File: src/rtl/rsv_pkg.sv
package rsv_pkg;
  typedef enum logic [1:0] {
    OP_READ  = 2'd0,
    OP_WRITE = 2'd1,
    OP_LDEX  = 2'd2,
    OP_STEX  = 2'd3
  } reqOp_t;

  // Strobes from the control to the datapath
  typedef struct packed {
    logic capture;   // register the addressed word into the response
    logic memWrite;  // commit write data to the addressed word
  } dpStrobe_t;
endpackage

File: src/rtl/rsv_ctrl.sv
module rsv_ctrl
  import rsv_pkg::*;
#(
  parameter int NPROC  = 4,
  parameter int ID_W   = 2,
  parameter int WIDX_W = 6
) (
  input  logic              clk,
  input  logic              rstN,
  input  logic              reqValid,
  input  logic [1:0]        reqOp,
  input  logic [ID_W-1:0]   reqId,
  input  logic [WIDX_W-1:0] wordIdx,
  output dpStrobe_t         dpStb,
  output logic              rspValid,
  output logic [ID_W-1:0]   rspId,
  output logic              rspStatus
);
  logic [NPROC-1:0]  resValid;
  logic [WIDX_W-1:0] resAddr [NPROC];
  logic              ownHit;
  logic              isWrite, isLoadEx, isStoreEx;
  reqOp_t            opCode;

  always_comb begin
    opCode    = reqOp_t'(reqOp);
    isWrite   = (opCode == OP_WRITE);
    isLoadEx  = (opCode == OP_LDEX);
    isStoreEx = (opCode == OP_STEX);
    ownHit    = resValid[reqId] && (resAddr[reqId] == wordIdx);
    dpStb.capture  = reqValid;
    dpStb.memWrite = reqValid && (isWrite || (isStoreEx && ownHit));
  end

  // One reservation register per processor
  genvar g;
  generate
    for (g = 0; g < NPROC; g++) begin : g_res
      logic isOwner;
      logic foreignHit;
      assign isOwner    = (reqId == ID_W'(g));
      assign foreignHit = dpStb.memWrite && !isOwner && (resAddr[g] == wordIdx);

      always_ff @(posedge clk) begin
        if (!rstN) begin
          resValid[g] <= 1'b0;
          resAddr[g]  <= '0;
        end else if (reqValid) begin
          if (isOwner && isLoadEx) begin
            resValid[g] <= 1'b1;
            resAddr[g]  <= wordIdx;
          end else if (isOwner && isStoreEx) begin
            resValid[g] <= 1'b0;
          end else if (foreignHit) begin
            resValid[g] <= 1'b0;
          end
        end
      end
    end
  endgenerate

  always_ff @(posedge clk) begin
    if (!rstN) begin
      rspValid  <= 1'b0;
      rspId     <= '0;
      rspStatus <= 1'b0;
    end else begin
      rspValid  <= reqValid;
      rspId     <= reqId;
      rspStatus <= reqValid && isStoreEx && !ownHit;
    end
  end
endmodule

File: src/rtl/rsv_datapath.sv
module rsv_datapath
  import rsv_pkg::*;
#(
  parameter int DATA_W = 32,
  parameter int WIDX_W = 6
) (
  input  logic              clk,
  input  logic              rstN,
  input  dpStrobe_t         dpStb,
  input  logic [WIDX_W-1:0] wordIdx,
  input  logic [DATA_W-1:0] wrData,
  output logic [DATA_W-1:0] rdData
);
  localparam int DEPTH = 1 << WIDX_W;

  logic [DATA_W-1:0] memArr [DEPTH];

  always_ff @(posedge clk) begin
    if (!rstN) begin
      for (int i = 0; i < DEPTH; i++) memArr[i] <= '0;
      rdData <= '0;
    end else begin
      if (dpStb.memWrite) memArr[wordIdx] <= wrData;
      if (dpStb.capture)  rdData <= memArr[wordIdx];
    end
  end
endmodule

File: src/rtl/rsv_monitor.sv
module rsv_monitor
  import rsv_pkg::*;
#(
  parameter int NPROC  = 4,
  parameter int ID_W   = 2,
  parameter int ADDR_W = 8,
  parameter int DATA_W = 32
) (
  input  logic              clk,
  input  logic              rstN,
  input  logic              reqValid,
  input  logic [1:0]        reqOp,
  input  logic [ID_W-1:0]   reqId,
  input  logic [ADDR_W-1:0] reqAddr,
  input  logic [DATA_W-1:0] reqWdata,
  output logic              rspValid,
  output logic [ID_W-1:0]   rspId,
  output logic [DATA_W-1:0] rspData,
  output logic              rspStatus
);
  localparam int WIDX_W = ADDR_W - 2;

  logic [WIDX_W-1:0] wordIdx;
  logic              unusedOffsetBits;
  dpStrobe_t         dpStb;

  assign wordIdx          = reqAddr[ADDR_W-1:2];
  assign unusedOffsetBits = ^reqAddr[1:0];

  rsv_ctrl #(.NPROC(NPROC), .ID_W(ID_W), .WIDX_W(WIDX_W)) u_ctrl (
    .clk(clk), .rstN(rstN), .reqValid(reqValid), .reqOp(reqOp), .reqId(reqId),
    .wordIdx(wordIdx), .dpStb(dpStb), .rspValid(rspValid), .rspId(rspId),
    .rspStatus(rspStatus)
  );

  rsv_datapath #(.DATA_W(DATA_W), .WIDX_W(WIDX_W)) u_data (
    .clk(clk), .rstN(rstN), .dpStb(dpStb), .wordIdx(wordIdx),
    .wrData(reqWdata), .rdData(rspData)
  );
endmodule

File: config.mk
export PLATFORM = sky130hd
export DESIGN_NAME = rsv_monitor
export DESIGN_NICKNAME = d
export VERILOG_FILES = /design/src/rtl/rsv_pkg.sv /design/src/rtl/rsv_ctrl.sv /design/src/rtl/rsv_datapath.sv /design/src/rtl/rsv_monitor.sv
export SDC_FILE = /design/constraint.sdc
export NUM_CORES = 2
export LEC_CHECK = 0
export BUFFER_PORTS_ARGS = -buffer_cell sky130_fd_sc_hd__buf_2
export CAP_MARGIN = 20
export CORE_UTILIZATION = 51
export CTS_BUF_LIST = sky130_fd_sc_hd__clkbuf_4 sky130_fd_sc_hd__clkbuf_8
export CTS_CLUSTER_DIAMETER = 60
export DETAILED_ROUTE_END_ITERATION = 12
export PLACE_DENSITY = 0.67
export SETUP_SLACK_MARGIN = 0.1
export SLEW_MARGIN = 20
export SYNTH_ARGS = -nofsm -noshare
export SYNTH_HDL_FRONTEND = slang
export SYNTH_SLANG_ARGS = --single-unit
export TNS_END_PERCENT = 20
File: constraint.sdc
create_clock -name clk -period 13.73 [get_ports clk]
set_clock_uncertainty 0.1 [all_clocks]
set_input_delay 1.373 -clock clk [delete_from_list [all_inputs] [get_ports clk]]
set_output_delay 1.373 -clock clk [all_outputs]
set_load 0.1 [all_outputs]
==> summary.md <==
| Metric | Value |
|---|---|
| Design Power | `~14 mW` |
| Crit-path max cell delay | `790 ps` |
| Synth Instances | `approximately 7200` |
| CP arrival | `7260 ps` |
| Syn-to-layout area delta | `10.7%` |
| Post-route DRC violation count | `0` |
| Num CTS Buffers | `355` |
| Number of max-cap violations | `0` |
| Post-synth EDFFs | `just over 2000` |
| Maximum fanout along the worst path | `73` |
| Mapped Area | `~94000 um^2` |
| Filler cell count | `14604` |
| Top FF cell, synth | `edfxtp_1` |
| Hold-fix buffer count after cts | `0` |
| Smallest setup slack after layout | `approximately 7100 ps` |
| Sinks on Clock Net | `around 2100` |
| Pre-Repair DR Iteration Count | `7` |
| Average cell area after synthesis | `around 13 um^2` |
| Post-synth cell types | `75` |
| Syn_nets | `between 7000 and 8000` |
| Nets | `a little over 7000` |
| Worst VDD drop | `~0.11 mV` |
| Placed Instances | `9213` |
| Startpoint Class | `input port` |
| CP endpoint kind | `register` |
| Wire length per cell | `approximately 39 um` |
| Top delay family on crit path | `buffers and inverters` |
| Total number of vias | `71176` |
| Core area | `approximately 180000 um^2` |
| Global-route wire length before repair | `around 520 mm` |
| Worst Path Buf+Inv | `7` |
| Number of global-route vias before repair | `66983` |
| Leakage | `between 30 and 40 nW` |
| Vias/cell | `approximately 7.2` |
| Final setup vio count | `0` |
| Final ANT Viol Nets | `0` |
| Slew headroom | `17.0%` |
| Outcome | `completed` |
| Worst-path clk slew | `~60 ps` |
| Period utilization | `roughly half` |
| Share of cells above drive strength 1 | `about a fifth` |
| FP Rows | `156` |
| Chip height | `between 400 and 500 um` |
| Final min period | `between 6000 and 7000 ps` |
| Clock Latency Late Sink | `around 1100 ps` |
| I/O pin count | `83` |
| Largest net degree at the start of global routing | `roughly 130` |
| Worst-case clock buffer depth | `4` |
| Design area | `~100000 um^2` |
| Final wirelength | `between 300 and 400 mm` |
| Layout Cells excl Fill | `between 9000 and 10000` |
| CP Class | `in -> reg` |
| Slew @ Worst Pin | `approximately 1200 ps` |
| All-Layer GR Usage | `between 40% and 50%` |
| Synth Register Bits | `between 2000 and 2500` |
| CTS tree | `yes` |
| Clock root cell | `clkbuf_8` |
| Gpl congestion | `about 0.96` |
| Ys async rst share | `0%` |
| Pre-CTS setup slack | `approximately 6300 ps` |
| Class of the worst hold path | `reg -> reg` |
| Setup TNS | `0 ps` |
| Reg area | `63000 um^2` |
| Slowest CP cell | `and3b_2` |
| Syn. warnings | `0` |
| Postcts setup bufs | `0` |
| DIE WIDTH | `around 430 um` |
| Post-Place Cell Area | `between 90000 and 100000 um^2` |
| Initial core utilization | `51.5%` |
| Endpoints failing hold | `0` |
| Global route overflow | `0` |
| Worst-path cell chain | `buf_8, buf_4, buf_4, buf_12, and3b_2, and3_1, a22oi_4, buf_4, buf_4, o21ai_4, buf_4` |
| Pins over their slew limit | `0` |
| Drt initial violations | `approximately 14000` |
| Pwr per Cell Area | `139 nW/um^2` |
| Post-synthesis sequential area ratio | `roughly 67%` |
| H-tree depth | `5` |
| Detailed Place HPWL | `around 220 mm` |
| Port Buffers | `80` |
| CP most frequent cell | `buf_4` |
| RSZ-0062 raised after global routing | `false` |
| Die area | `185000 um^2` |
| Highest Clock Rate | `between 100 and 150 MHz` |
| Required time worst endpoint | `roughly 14000 ps` |
| Area occupied by multi-input gates | `between 20000 and 30000 um^2` |
| Post-cts sizing count | `0` |
| Initial antenna violation count | `25` |
## tightest hold or removal path: cells and delay by family, from the launching register on
kind           cells  cell delay (ps)
flip-flops         1              330
AO/OA/AOI/OAI      2              220
## stage by stage
step	hold WS (ps)	util [%]
after floorplan	422	-
after global placement	446	53.3
after detailed placement	461	53.3
after CTS	479	57.0
after global routing	515	57.0
final	484	57.1
## cells by family after synthesis
group                     Yosys count  share of synthesized area [%]
DFF                              2112                           67.4
and+or+nand+nor                  2804                           12.8
muxes                             545                           8.23
xor gates and xnor gates           28                          0.262
AOI/OAI and AO/OA                1035                           7.94
buffers and inverters             677                           3.38
## cells in the final DEF (no fill, tap or decap), drive strengths merged, types with 163 or more instances in the layout
cell    instances
nand2         492
a221oi        195
mux4          165
nor3          521
clkbuf        520
mux2i         239
o21ai         187
a22oi         163
nor2         1665
buf           315
edfxtp       2072
## cell usage after synthesis, types with 6 or more instances
| cell | instances | area (um^2) |
|---|---|---|
| edfxtp_1 | 2072 | 62200 |
| nor2_1 | 1665 | 6250 |
| nand2_1 | 492 | 1850 |
| nor3_1 | 421 | 2110 |
| clkbuf_1 | 328 | 1230 |
| mux2i_1 | 239 | 2390 |
| buf_2 | 231 | 1160 |
| a221oi_1 | 195 | 1710 |
| o21ai_0 | 187 | 936 |
| mux4_2 | 165 | 3720 |
| a22oi_1 | 156 | 1170 |
| mux2_2 | 141 | 1590 |
| a21oi_1 | 124 | 621 |
| nor3_2 | 100 | 1000 |
| o22ai_1 | 93 | 582 |
| buf_1 | 54 | 203 |
| a31oi_1 | 45 | 282 |
| dfxtp_1 | 40 | 801 |
| a22o_1 | 33 | 289 |
| buf_6 | 31 | 349 |
| a221o_1 | 29 | 290 |
| nand3_1 | 28 | 140 |
| buf_4 | 27 | 203 |
| o2bb2ai_1 | 22 | 193 |
| a211oi_1 | 19 | 143 |
| o221ai_1 | 18 | 158 |
| o211ai_1 | 17 | 128 |
| and2_1 | 16 | 100 |
| and3_1 | 15 | 93.8 |
| xnor2_1 | 15 | 131 |
| xor2_1 | 13 | 114 |
| nor4_1 | 12 | 75.1 |
| o22a_1 | 11 | 96.3 |
| nor2b_1 | 10 | 62.6 |
| nand2b_1 | 8 | 50.1 |
| nand4_1 | 8 | 50.1 |
| a2111oi_0 | 7 | 61.3 |
| a222oi_1 | 7 | 70.1 |
| o31ai_1 | 7 | 52.6 |
| or2_2 | 7 | 43.8 |
| o21a_1 | 6 | 45.0 |
## worst paths after layout
kind                        startpoint                    end  slack [ps]  cells after the start
hold / removal      u_ctrl.resValid[1]     u_ctrl.resValid[1]         480                      2
setup / recovery            reqAddr[3]  u_data.memArr[35][10]        7060                     11
setup reg to reg  u_ctrl.resAddr[3][0]  u_data.memArr[25][10]        8200                     12
hold reg to reg     u_ctrl.resValid[1]     u_ctrl.resValid[1]         480                      2
## power by group
part           leakage [nW]  internal, mW  switching [mW]
logic                  8.47         0.331            1.04
registers              20.0          7.39           0.112
clock network          3.60          2.96            2.60
total                  32.1          10.7            3.76
## sequential cells by signal, summed over array words and instances, names as in the netlist
name	count
u_ctrl.resValid	4
u_ctrl.rspValid	1
u_ctrl.rspStatus	1
u_ctrl.resAddr	24
u_ctrl.rspId	2
u_data.rdData	32
u_data.memArr	2048
## metal layers
layer  routed length (um)  global-route usage [%]  vias to the layer above
met2               160000                    57.8                     7573
li1                     -                       -                    27036
met4                37000                    32.2                       16
met1               124000                    52.1                    34823
met3                64600                    13.4                     1728
met5                   90                       0                        -
## layout make-up
| cell class | count | area share (%) |
|---|---|---|
| Tap cell | 2370 | 2.86 |
| Clock buffer | 519 | 6.04 |
| Timing Repair Buffer | 316 | 2.32 |
| Sequential cell | 2112 | 60.8 |
| Antenna cell | 24 | 0.0580 |
| Inverter | 6 | 0.0326 |
| Multi-Input combinational cell | 4412 | 27.4 |
| Clock inverter | 97 | 0.483 |
No activity file was read; power rests on OpenSTA's default activity.
